`src/rtl/dbr_pkg.sv`:
```
package dbr_pkg;

  typedef enum logic [2:0] {
    ACT_SEQ,
    ACT_SLOT_TAKEN,
    ACT_SLOT_FALL,
    ACT_REDIRECT,
    ACT_SQUASH
  } dbr_act_e;

  typedef struct packed {
    logic cti;
    logic cond;
    logic taken;
    logic annul_bit;
    logic delayed;
  } xfer_t;

endpackage

```
`src/rtl/dbr_classify.sv`:
```
module dbr_classify
  import dbr_pkg::*;
(
  input  xfer_t    xfer_i,
  input  logic     slot_annulled_i,
  output dbr_act_e act_o,
  output logic     annul_next_o
);

  always_comb begin
    act_o        = ACT_SEQ;
    annul_next_o = 1'b0;
    if (slot_annulled_i) begin
      act_o = ACT_SQUASH;
    end else if (xfer_i.cti) begin
      if (!xfer_i.delayed) begin
        act_o = xfer_i.taken ? ACT_REDIRECT : ACT_SEQ;
      end else begin
        act_o        = xfer_i.taken ? ACT_SLOT_TAKEN : ACT_SLOT_FALL;
        // unconditional: annul bit always squashes; conditional: only when not taken
        annul_next_o = xfer_i.annul_bit & (~xfer_i.cond | ~xfer_i.taken);
      end
    end
  end

endmodule

```
`src/rtl/dbr_pc_regs.sv`:
```
module dbr_pc_regs
  import dbr_pkg::*;
#(
  parameter int AW = 32,
  parameter int INC = 4,
  parameter logic [AW-1:0] RESET_VEC = '0
) (
  input  logic          clk,
  input  logic          rst,
  input  logic          step_i,
  input  dbr_act_e      act_i,
  input  logic          annul_next_i,
  input  logic [AW-1:0] target_i,
  output logic [AW-1:0] pc_o,
  output logic [AW-1:0] npc_o,
  output logic          annul_o
);

  localparam logic [AW-1:0] STEP = AW'(INC);

  logic [AW-1:0] seq_addr;
  logic [AW-1:0] tgt_addr;

  assign seq_addr = npc_o + STEP;
  assign tgt_addr = target_i + STEP;

  always_ff @(posedge clk) begin
    if (rst) begin
      pc_o    <= RESET_VEC;
      npc_o   <= RESET_VEC + STEP;
      annul_o <= 1'b0;
    end else if (step_i) begin
      annul_o <= annul_next_i;
      case (act_i)
        ACT_REDIRECT: begin
          pc_o  <= target_i;
          npc_o <= tgt_addr;
        end
        ACT_SLOT_TAKEN: begin
          pc_o  <= npc_o;
          npc_o <= target_i;
        end
        default: begin
          pc_o  <= npc_o;
          npc_o <= seq_addr;
        end
      endcase
    end
  end

endmodule

```
`src/rtl/delay_slot_seq.sv`:
```
module delay_slot_seq
  import dbr_pkg::*;
#(
  parameter int AW = 32,
  parameter int INC = 4,
  parameter logic [AW-1:0] RESET_VEC = '0
) (
  input  logic          clk,
  input  logic          rst,
  input  logic          step_i,
  input  logic          cti_i,
  input  logic          cond_i,
  input  logic          taken_i,
  input  logic          annul_bit_i,
  input  logic          delayed_i,
  input  logic [AW-1:0] target_i,
  output logic [AW-1:0] fetch_pc_o,
  output logic [AW-1:0] next_pc_o,
  output logic          annul_o
);

  xfer_t    xfer;
  dbr_act_e act;
  logic     annul_next;

  assign xfer = '{cti: cti_i, cond: cond_i, taken: taken_i,
                  annul_bit: annul_bit_i, delayed: delayed_i};

  dbr_classify u_classify (
    .xfer_i          (xfer),
    .slot_annulled_i (annul_o),
    .act_o           (act),
    .annul_next_o    (annul_next)
  );

  dbr_pc_regs #(
    .AW        (AW),
    .INC       (INC),
    .RESET_VEC (RESET_VEC)
  ) u_regs (
    .clk          (clk),
    .rst          (rst),
    .step_i       (step_i),
    .act_i        (act),
    .annul_next_i (annul_next),
    .target_i     (target_i),
    .pc_o         (fetch_pc_o),
    .npc_o        (next_pc_o),
    .annul_o      (annul_o)
  );

endmodule

```
`config.mk`:
```
export PLATFORM = sky130hd
export DESIGN_NAME = delay_slot_seq
export DESIGN_NICKNAME = d
export VERILOG_FILES = /design/src/rtl/dbr_pkg.sv /design/src/rtl/dbr_classify.sv /design/src/rtl/dbr_pc_regs.sv /design/src/rtl/delay_slot_seq.sv
export SDC_FILE = /design/constraint.sdc
export NUM_CORES = 1
export LEC_CHECK = 0
export BUFFER_PORTS_ARGS = -buffer_cell sky130_fd_sc_hd__buf_2
export CORE_MARGIN = 5
export CORE_UTILIZATION = 58
export CTS_CLUSTER_DIAMETER = 100
export DETAILED_ROUTE_END_ITERATION = 8
export PLACE_DENSITY = 0.86
export SLEW_MARGIN = 20
export SYNTH_ARGS = -nofsm -noshare
export SYNTH_HDL_FRONTEND = slang
export SYNTH_SLANG_ARGS = --single-unit
```
`constraint.sdc`:
```
create_clock -name clk -period 9.3 [get_ports clk]
set_input_delay 1.395 -clock clk [delete_from_list [all_inputs] [get_ports clk]]
set_output_delay 1.395 -clock clk [all_outputs]
set_load 0.01 [all_outputs]
```
==> results of run 1 <==
-- synth_stat cells, types with 3 or more instances --
cell type  count  area share
o21ai_0       24       0.028
xnor2_1       12       0.025
a211oi_1      16       0.028
a21oi_1       15       0.018
nor2_1        67       0.059
nand3_1       27       0.032
nor4_2         3      0.0088
o22ai_1        6      0.0088
nor2b_1        3      0.0044
o31a_1         3      0.0062
dfxtp_1       65        0.31
nor3_2         8       0.019
nand2_1       83       0.073
a31oi_1        3      0.0044
and3_1         8       0.012
nand4_1        9       0.013
clkbuf_1      27       0.024
nor3_1         5      0.0059
a221oi_1       5       0.010
or4_1          6       0.011
buf_2          7      0.0082
nand2b_1      11       0.016
buf_1          5      0.0044
mux2_2         6       0.016
o31ai_1        5      0.0088
a311oi_1      27       0.056
mux2i_1       22       0.052
xor2_1         4      0.0082
buf_4          3      0.0053
inv_1         10      0.0088
o211ai_1       6       0.011
or3_1          3      0.0044
nor4_1         5      0.0073
-- sequential cells by signal (all words and copies together), names as in the netlist --
register,count
u_regs.annul_o,1
u_regs.npc_o,32
u_regs.pc_o,32
-- cell families after synthesis --
group                    after synthesis
AO/OA/AOI/OAI                        139
XOR/XNOR                              16
adder cells (fa/ha/maj)                1
buffers and inverters                 53
flip-flops                            65
multiplexers                          29
AND/OR/NAND/NOR                      249
-- routing by layer --
| metal | wire (um) | vias to the layer above |
|---|---|---|
| met5 | 0 | - |
| met2 | 5940 | 279 |
| li1 | - | 2209 |
| met3 | 1300 | 27 |
| met1 | 5410 | 2163 |
| met4 | 231 | 0 |
-- worst min-delay path, cell delays in order, from the launching register on --
cell	delay [ns]
dfxtp_1	0.31
nor2_1	0.08
a311oi_1	0.05
-- metrics by stage --
stage | hold slack, ns | utilization
global placement | 0.459 | 0.659
finish | 0.479 | 0.684
global route | 0.497 | 0.684
detailed placement | 0.473 | 0.659
floorplan | 0.493 | -
CTS | 0.483 | 0.684
-- worst max path at each step --
stage	startpoint	endpoint	cells past startpoint
global placement	delayed_i	u_regs.npc_o[28]	12
floorplan	delayed_i	u_regs.npc_o[28]	14
detailed placement	delayed_i	u_regs.npc_o[24]	12
global route	delayed_i	u_regs.npc_o[28]	12
finish	delayed_i	u_regs.npc_o[28]	12
CTS	delayed_i	u_regs.npc_o[24]	12
-- layout make-up --
cell class / count / share of cell area
clock inverter: 5 / 0.00608
inverter: 10 / 0.00760
timing repair buffer: 108 / 0.113
sequential: 65 / 0.264
clock buffer: 11 / 0.0307
tap: 99 / 0.0251
multi-input combinational: 434 / 0.554
-- power breakdown --
| group | total, mW | internal (mW) | switching [mW] |
|---|---|---|---|
| registers | 0.311 | 0.295 | 0.0166 |
| clock network | 0.222 | 0.110 | 0.112 |
| logic | 0.131 | 0.0499 | 0.0809 |
| total | 0.664 | 0.454 | 0.209 |
==> results.json, run 1 <==
{
  "antenna_found_initial": 0,
  "fp.dieH_um": 95.7,
  "core-area_um2": 7210,
  "dieArea_um2": 9150,
  "stdcell_count": 732,
  "num_io_pins": 105,
  "tns_ns": 0,
  "nets": 669,
  "postPlaceCellArea_um2": 4750,
  "peakVddDrop_uv": 80.8,
  "ys_seq_elements": 65,
  "hp-start": "u_regs.pc_o[1]",
  "finClkSkew_ns": 0.00965,
  "die_w_um": 95.7,
  "synth_xor_area_frac": 0.0329,
  "clk_pin_slew_ns": 0.07,
  "status": "complete, no violations",
  "met3_usage": 0.0639,
  "gr-usage-all-layers": 0.281,
  "use_met2": 0.439,
  "synthAdderAreaFrac": 0.00294,
  "use_met1": 0.380,
  "multi_input_area_um2": 2740,
  "timing.final.crit_share": 0.478,
  "synth-warning-count": 0,
  "cts-resized-gates": 0,
  "rsz0062_at_grt": "false",
  "nFillCells": 610,
  "cts_hold_buf": 0,
  "dp_cells": 716,
  "vias": 4678,
  "synth.area.mux_share": 0.0702,
  "crit_required_ns": 9.49,
  "path_cells": "buf_2 > and4bb_2 > buf_4 > nand2_1 > nand2_1 > ha_1 > nand4_1 > nor3_2 > o221ai_2 > or4_1 > nand3_1 > a311oi_1",
  "holdPathStages": 2,
  "gp_congestion": 0.909,
  "whs_endpoint": "u_regs.pc_o[1]",
  "routed_wl_um": 12900,
  "final_cell_mix": "buf_2, nand2_1, nor2_1",
  "antennaDiodeCount": 0,
  "async_reset_ff_frac": 0,
  "ys_types": 64,
  "h-tree-depth": 3,
  "ant_nets": 0,
  "cp_common_cell": "nand2_1",
  "cts_sinks": 65,
  "start_kind": "primary input",
  "clock_path_buffers": 2,
  "power_density_nw_per_um2": 134,
  "end_kind": "flop",
  "drtIter0Drc": 533,
  "mostFrequentLayoutCell": "buf_2",
  "top_usage_layer": "met2",
  "r2r-end": "u_regs.npc_o[28]",
  "synth_compound_area_frac": 0.244,
  "ys_seq_area_frac": 0.306,
  "fin_area_um2": 4940,
  "grt_overflow": 0,
  "syn_area_um2": 4260,
  "rows": 31,
  "io_buffers": 104,
  "reg2reg_slack_ns": 5.87,
  "hpwl_um": 8690,
  "critPathMaxStageDelay_ns": 0.54,
  "firstDrtPassIters": 6,
  "start_util": 0.590,
  "synth_fp_nets": 593,
  "crit_slowest_cell": "or4_1",
  "numCtsBuffers": 9,
  "worst_pin_slew_ns": 0.885,
  "layout_setup_ws_ns": 4.85,
  "dp_slack_ns": 4.55,
  "cts_setup_buffers": 0,
  "hold_class": "reg2reg",
  "grt_max_degree": 123,
  "path_max_fanout": 51,
  "crit_type": "in2reg",
  "via_per_inst": 6.39,
  "synth_ff_type": "dfxtp_1",
  "reg2reg_depth": 11,
  "drive_gt1_frac": 0.239,
  "path_buf_inv": 2,
  "fmax_ghz": 0.225,
  "cts-root-buf": "clkbuf_8",
  "grt_pass1_wl_um": 20600,
  "synth_top_family_by_area": "simple AND/OR/NAND/NOR gates",
  "fin_total_pwr_mw": 0.664,
  "drc": 0,
  "avgSynthCellArea_um2": 7.71,
  "arrival_ns": 4.63,
  "grt_pass1_vias": 4286,
  "setup-violations-final": 0,
  "wl_per_cell_um": 17.6,
  "synthCells": 552,
  "finalMaxSlewViolations": 0,
  "leakage_nw": 1.89,
  "slew-limit-headroom": 0.410,
  "synth-simple-area-share": 0.291,
  "cts_tree": "built",
  "synth_edf_count": 0,
  "crit_family": "simple AND/OR/NAND/NOR gates",
  "area_delta_synth_final_pct": 15.9,
  "seqCellArea_um2": 1300,
  "finalCriticalPeriod_ns": 4.45,
  "cap_violations": 0,
  "reg2reg_from": "u_regs.annul_o",
  "final_hold_viol_count": 0,
  "clkLatencyLatePin_ns": 0.35
}
No activity file was read; power rests on OpenSTA's default activity.
==> run 2, diff against run 1 <==
--- a/config.mk
+++ b/config.mk
@@ -7,10 +7,10 @@
 export LEC_CHECK = 0
 export BUFFER_PORTS_ARGS = -buffer_cell sky130_fd_sc_hd__buf_2
 export CORE_MARGIN = 5
-export CORE_UTILIZATION = 58
+export CORE_UTILIZATION = 54
 export CTS_CLUSTER_DIAMETER = 100
 export DETAILED_ROUTE_END_ITERATION = 8
-export PLACE_DENSITY = 0.86
+export PLACE_DENSITY = 0.81
 export SLEW_MARGIN = 20
 export SYNTH_ARGS = -nofsm -noshare
 export SYNTH_HDL_FRONTEND = slang
==> constraint.sdc (replaced) <==
create_clock -name clk -period 4.3 [get_ports clk]
set_input_delay 0.645 -clock clk [delete_from_list [all_inputs] [get_ports clk]]
set_output_delay 0.645 -clock clk [all_outputs]
set_load 0.01 [all_outputs]
==> run 2 against run 1 <==
Clock power grew 150%. Core utilization shrank 3.5 points. Cell area grew 1.1%. Combinational power grew 120%. Count of clock-buffer cells in the layout shrank 1. Total power grew 130%. First-iteration DRC count shrank 21%. Register-to-register slack lost 4.5 ns. Sequential cell count is the same. Via count grew 2.0%. Non-clock buffer count grew 4.
==> results.json, run 2 (same netlist as run 1, synthesis figures left out) <==
{
  "leakage_nw": 1.92,
  "cts-resized-gates": 0,
  "worst_pin_slew_ns": 0.856,
  "h-tree-depth": 3,
  "die_w_um": 98.8,
  "firstDrtPassIters": 5,
  "cts_sinks": 65,
  "power_density_nw_per_um2": 302,
  "start_util": 0.554,
  "fp.dieH_um": 98.8,
  "grt_overflow": 0,
  "cts_tree": "built",
  "end_kind": "flop",
  "cts_hold_buf": 0,
  "hold_class": "reg2reg",
  "path_cells": "buf_2 > and4bb_2 > buf_4 > nor3_2 > o22ai_1 > nor2_1 > mux2i_1 > a2111oi_2",
  "clkLatencyLatePin_ns": 0.36,
  "nFillCells": 694,
  "clock_path_buffers": 2,
  "drive_gt1_frac": 0.243,
  "stdcell_count": 739,
  "final_hold_viol_count": 0,
  "layout_setup_ws_ns": 1.12,
  "cap_violations": 0,
  "clk_pin_slew_ns": 0.08,
  "peakVddDrop_uv": 145,
  "status": "complete, no violations",
  "timing.final.crit_share": 0.740,
  "antenna_found_initial": 0,
  "num_io_pins": 105,
  "dp_cells": 723,
  "fin_total_pwr_mw": 1.51,
  "vias": 4773,
  "tns_ns": 0,
  "fin_area_um2": 4990,
  "crit_slowest_cell": "o22ai_1",
  "routed_wl_um": 13800,
  "cts_setup_buffers": 0,
  "drtIter0Drc": 421,
  "finalCriticalPeriod_ns": 3.18,
  "mostFrequentLayoutCell": "buf_2",
  "gr-usage-all-layers": 0.274,
  "arrival_ns": 3.45,
  "ant_nets": 0,
  "setup-violations-final": 0,
  "grt_pass1_wl_um": 21900,
  "nets": 673,
  "holdPathStages": 2,
  "gp_congestion": 0.905,
  "reg2reg_depth": 7,
  "hpwl_um": 9610,
  "final_cell_mix": "buf_2, nand2_1, nor2_1",
  "dieArea_um2": 9760,
  "wl_per_cell_um": 18.7,
  "area_delta_synth_final_pct": 17.2,
  "critPathMaxStageDelay_ns": 0.68,
  "slew-limit-headroom": 0.430,
  "rows": 32,
  "crit_required_ns": 4.57,
  "antennaDiodeCount": 0,
  "grt_pass1_vias": 4223,
  "dp_slack_ns": 0.779,
  "core-area_um2": 7690,
  "io_buffers": 104,
  "finClkSkew_ns": 0.0134,
  "path_max_fanout": 43,
  "grt_max_degree": 65,
  "rsz0062_at_grt": "false",
  "numCtsBuffers": 9,
  "top_regs": "u_regs.npc_o: 32 flops, u_regs.pc_o: 32 flops, u_regs.annul_o: 1 flops",
  "postPlaceCellArea_um2": 4780,
  "drc": 0,
  "cts-root-buf": "clkbuf_8",
  "fmax_ghz": 0.314,
  "crit_type": "in2reg",
  "start_kind": "primary input",
  "via_per_inst": 6.46,
  "finalMaxSlewViolations": 0
}
==> run 2: cell count changes in the layout (fill, tap and decap cells not counted) <==
cell	delta
clkbuf_8	-1
clkinv_4	+2
bufinv_16	+1
buf_6	-1
inv_6	+1
buf_4	+5
clkinvlp_4	-2
clkinv_2	-1
==> run 2: path summary, 6_finish.rpt <==
check / start / end / slack, ns
worst max-delay path: delayed_i / u_regs.npc_o[23] / 1.12
worst min-delay path: u_regs.npc_o[1] / u_regs.npc_o[1] / 0.48
worst max register to register: u_regs.annul_o / u_regs.npc_o[23] / 1.33
worst min register to register: u_regs.npc_o[1] / u_regs.npc_o[1] / 0.48
==> run 2: routing by layer <==
metal | global-route usage | routed length (um) | vias up
met5 | 0 | 0 | -
met4 | 0.118 | 341 | 0
met3 | 0.0488 | 1350 | 38
met2 | 0.399 | 6180 | 296
met1 | 0.395 | 5930 | 2218
li1 | - | - | 2221
==> run 2: layout make-up <==
class | count | area [um2] | area share
Multi-Input combinational cell | 434 | 2740 | 0.548
Sequential cell | 65 | 1300 | 0.261
Timing Repair Buffer | 112 | 583 | 0.117
Clock buffer | 10 | 138 | 0.0276
Tap cell | 102 | 128 | 0.0256
Clock inverter | 6 | 66.3 | 0.0133
Inverter | 10 | 37.5 | 0.00752
==> run 2: worst max-delay path, delay by kind of cell <==
kind / cells / cell delay, ns
compound gates: 2 / 1.02
mux: 1 / 0.18
simple gates: 3 / 0.80
buf+inv: 2 / 0.78
==> run 2: per-stage QoR <==
| stage | util | hold slack, ns |
|---|---|---|
| floorplan | - | 0.493 |
| global placement | 0.622 | 0.459 |
| detailed placement | 0.622 | 0.465 |
| CTS | 0.649 | 0.477 |
| global route | 0.649 | 0.505 |
| finish | 0.649 | 0.477 |
==> run 2: where the power goes <==
part           internal (mW)  switching, mW
Clock                  0.286          0.263
Sequential             0.637         0.0377
Combinational          0.108          0.176
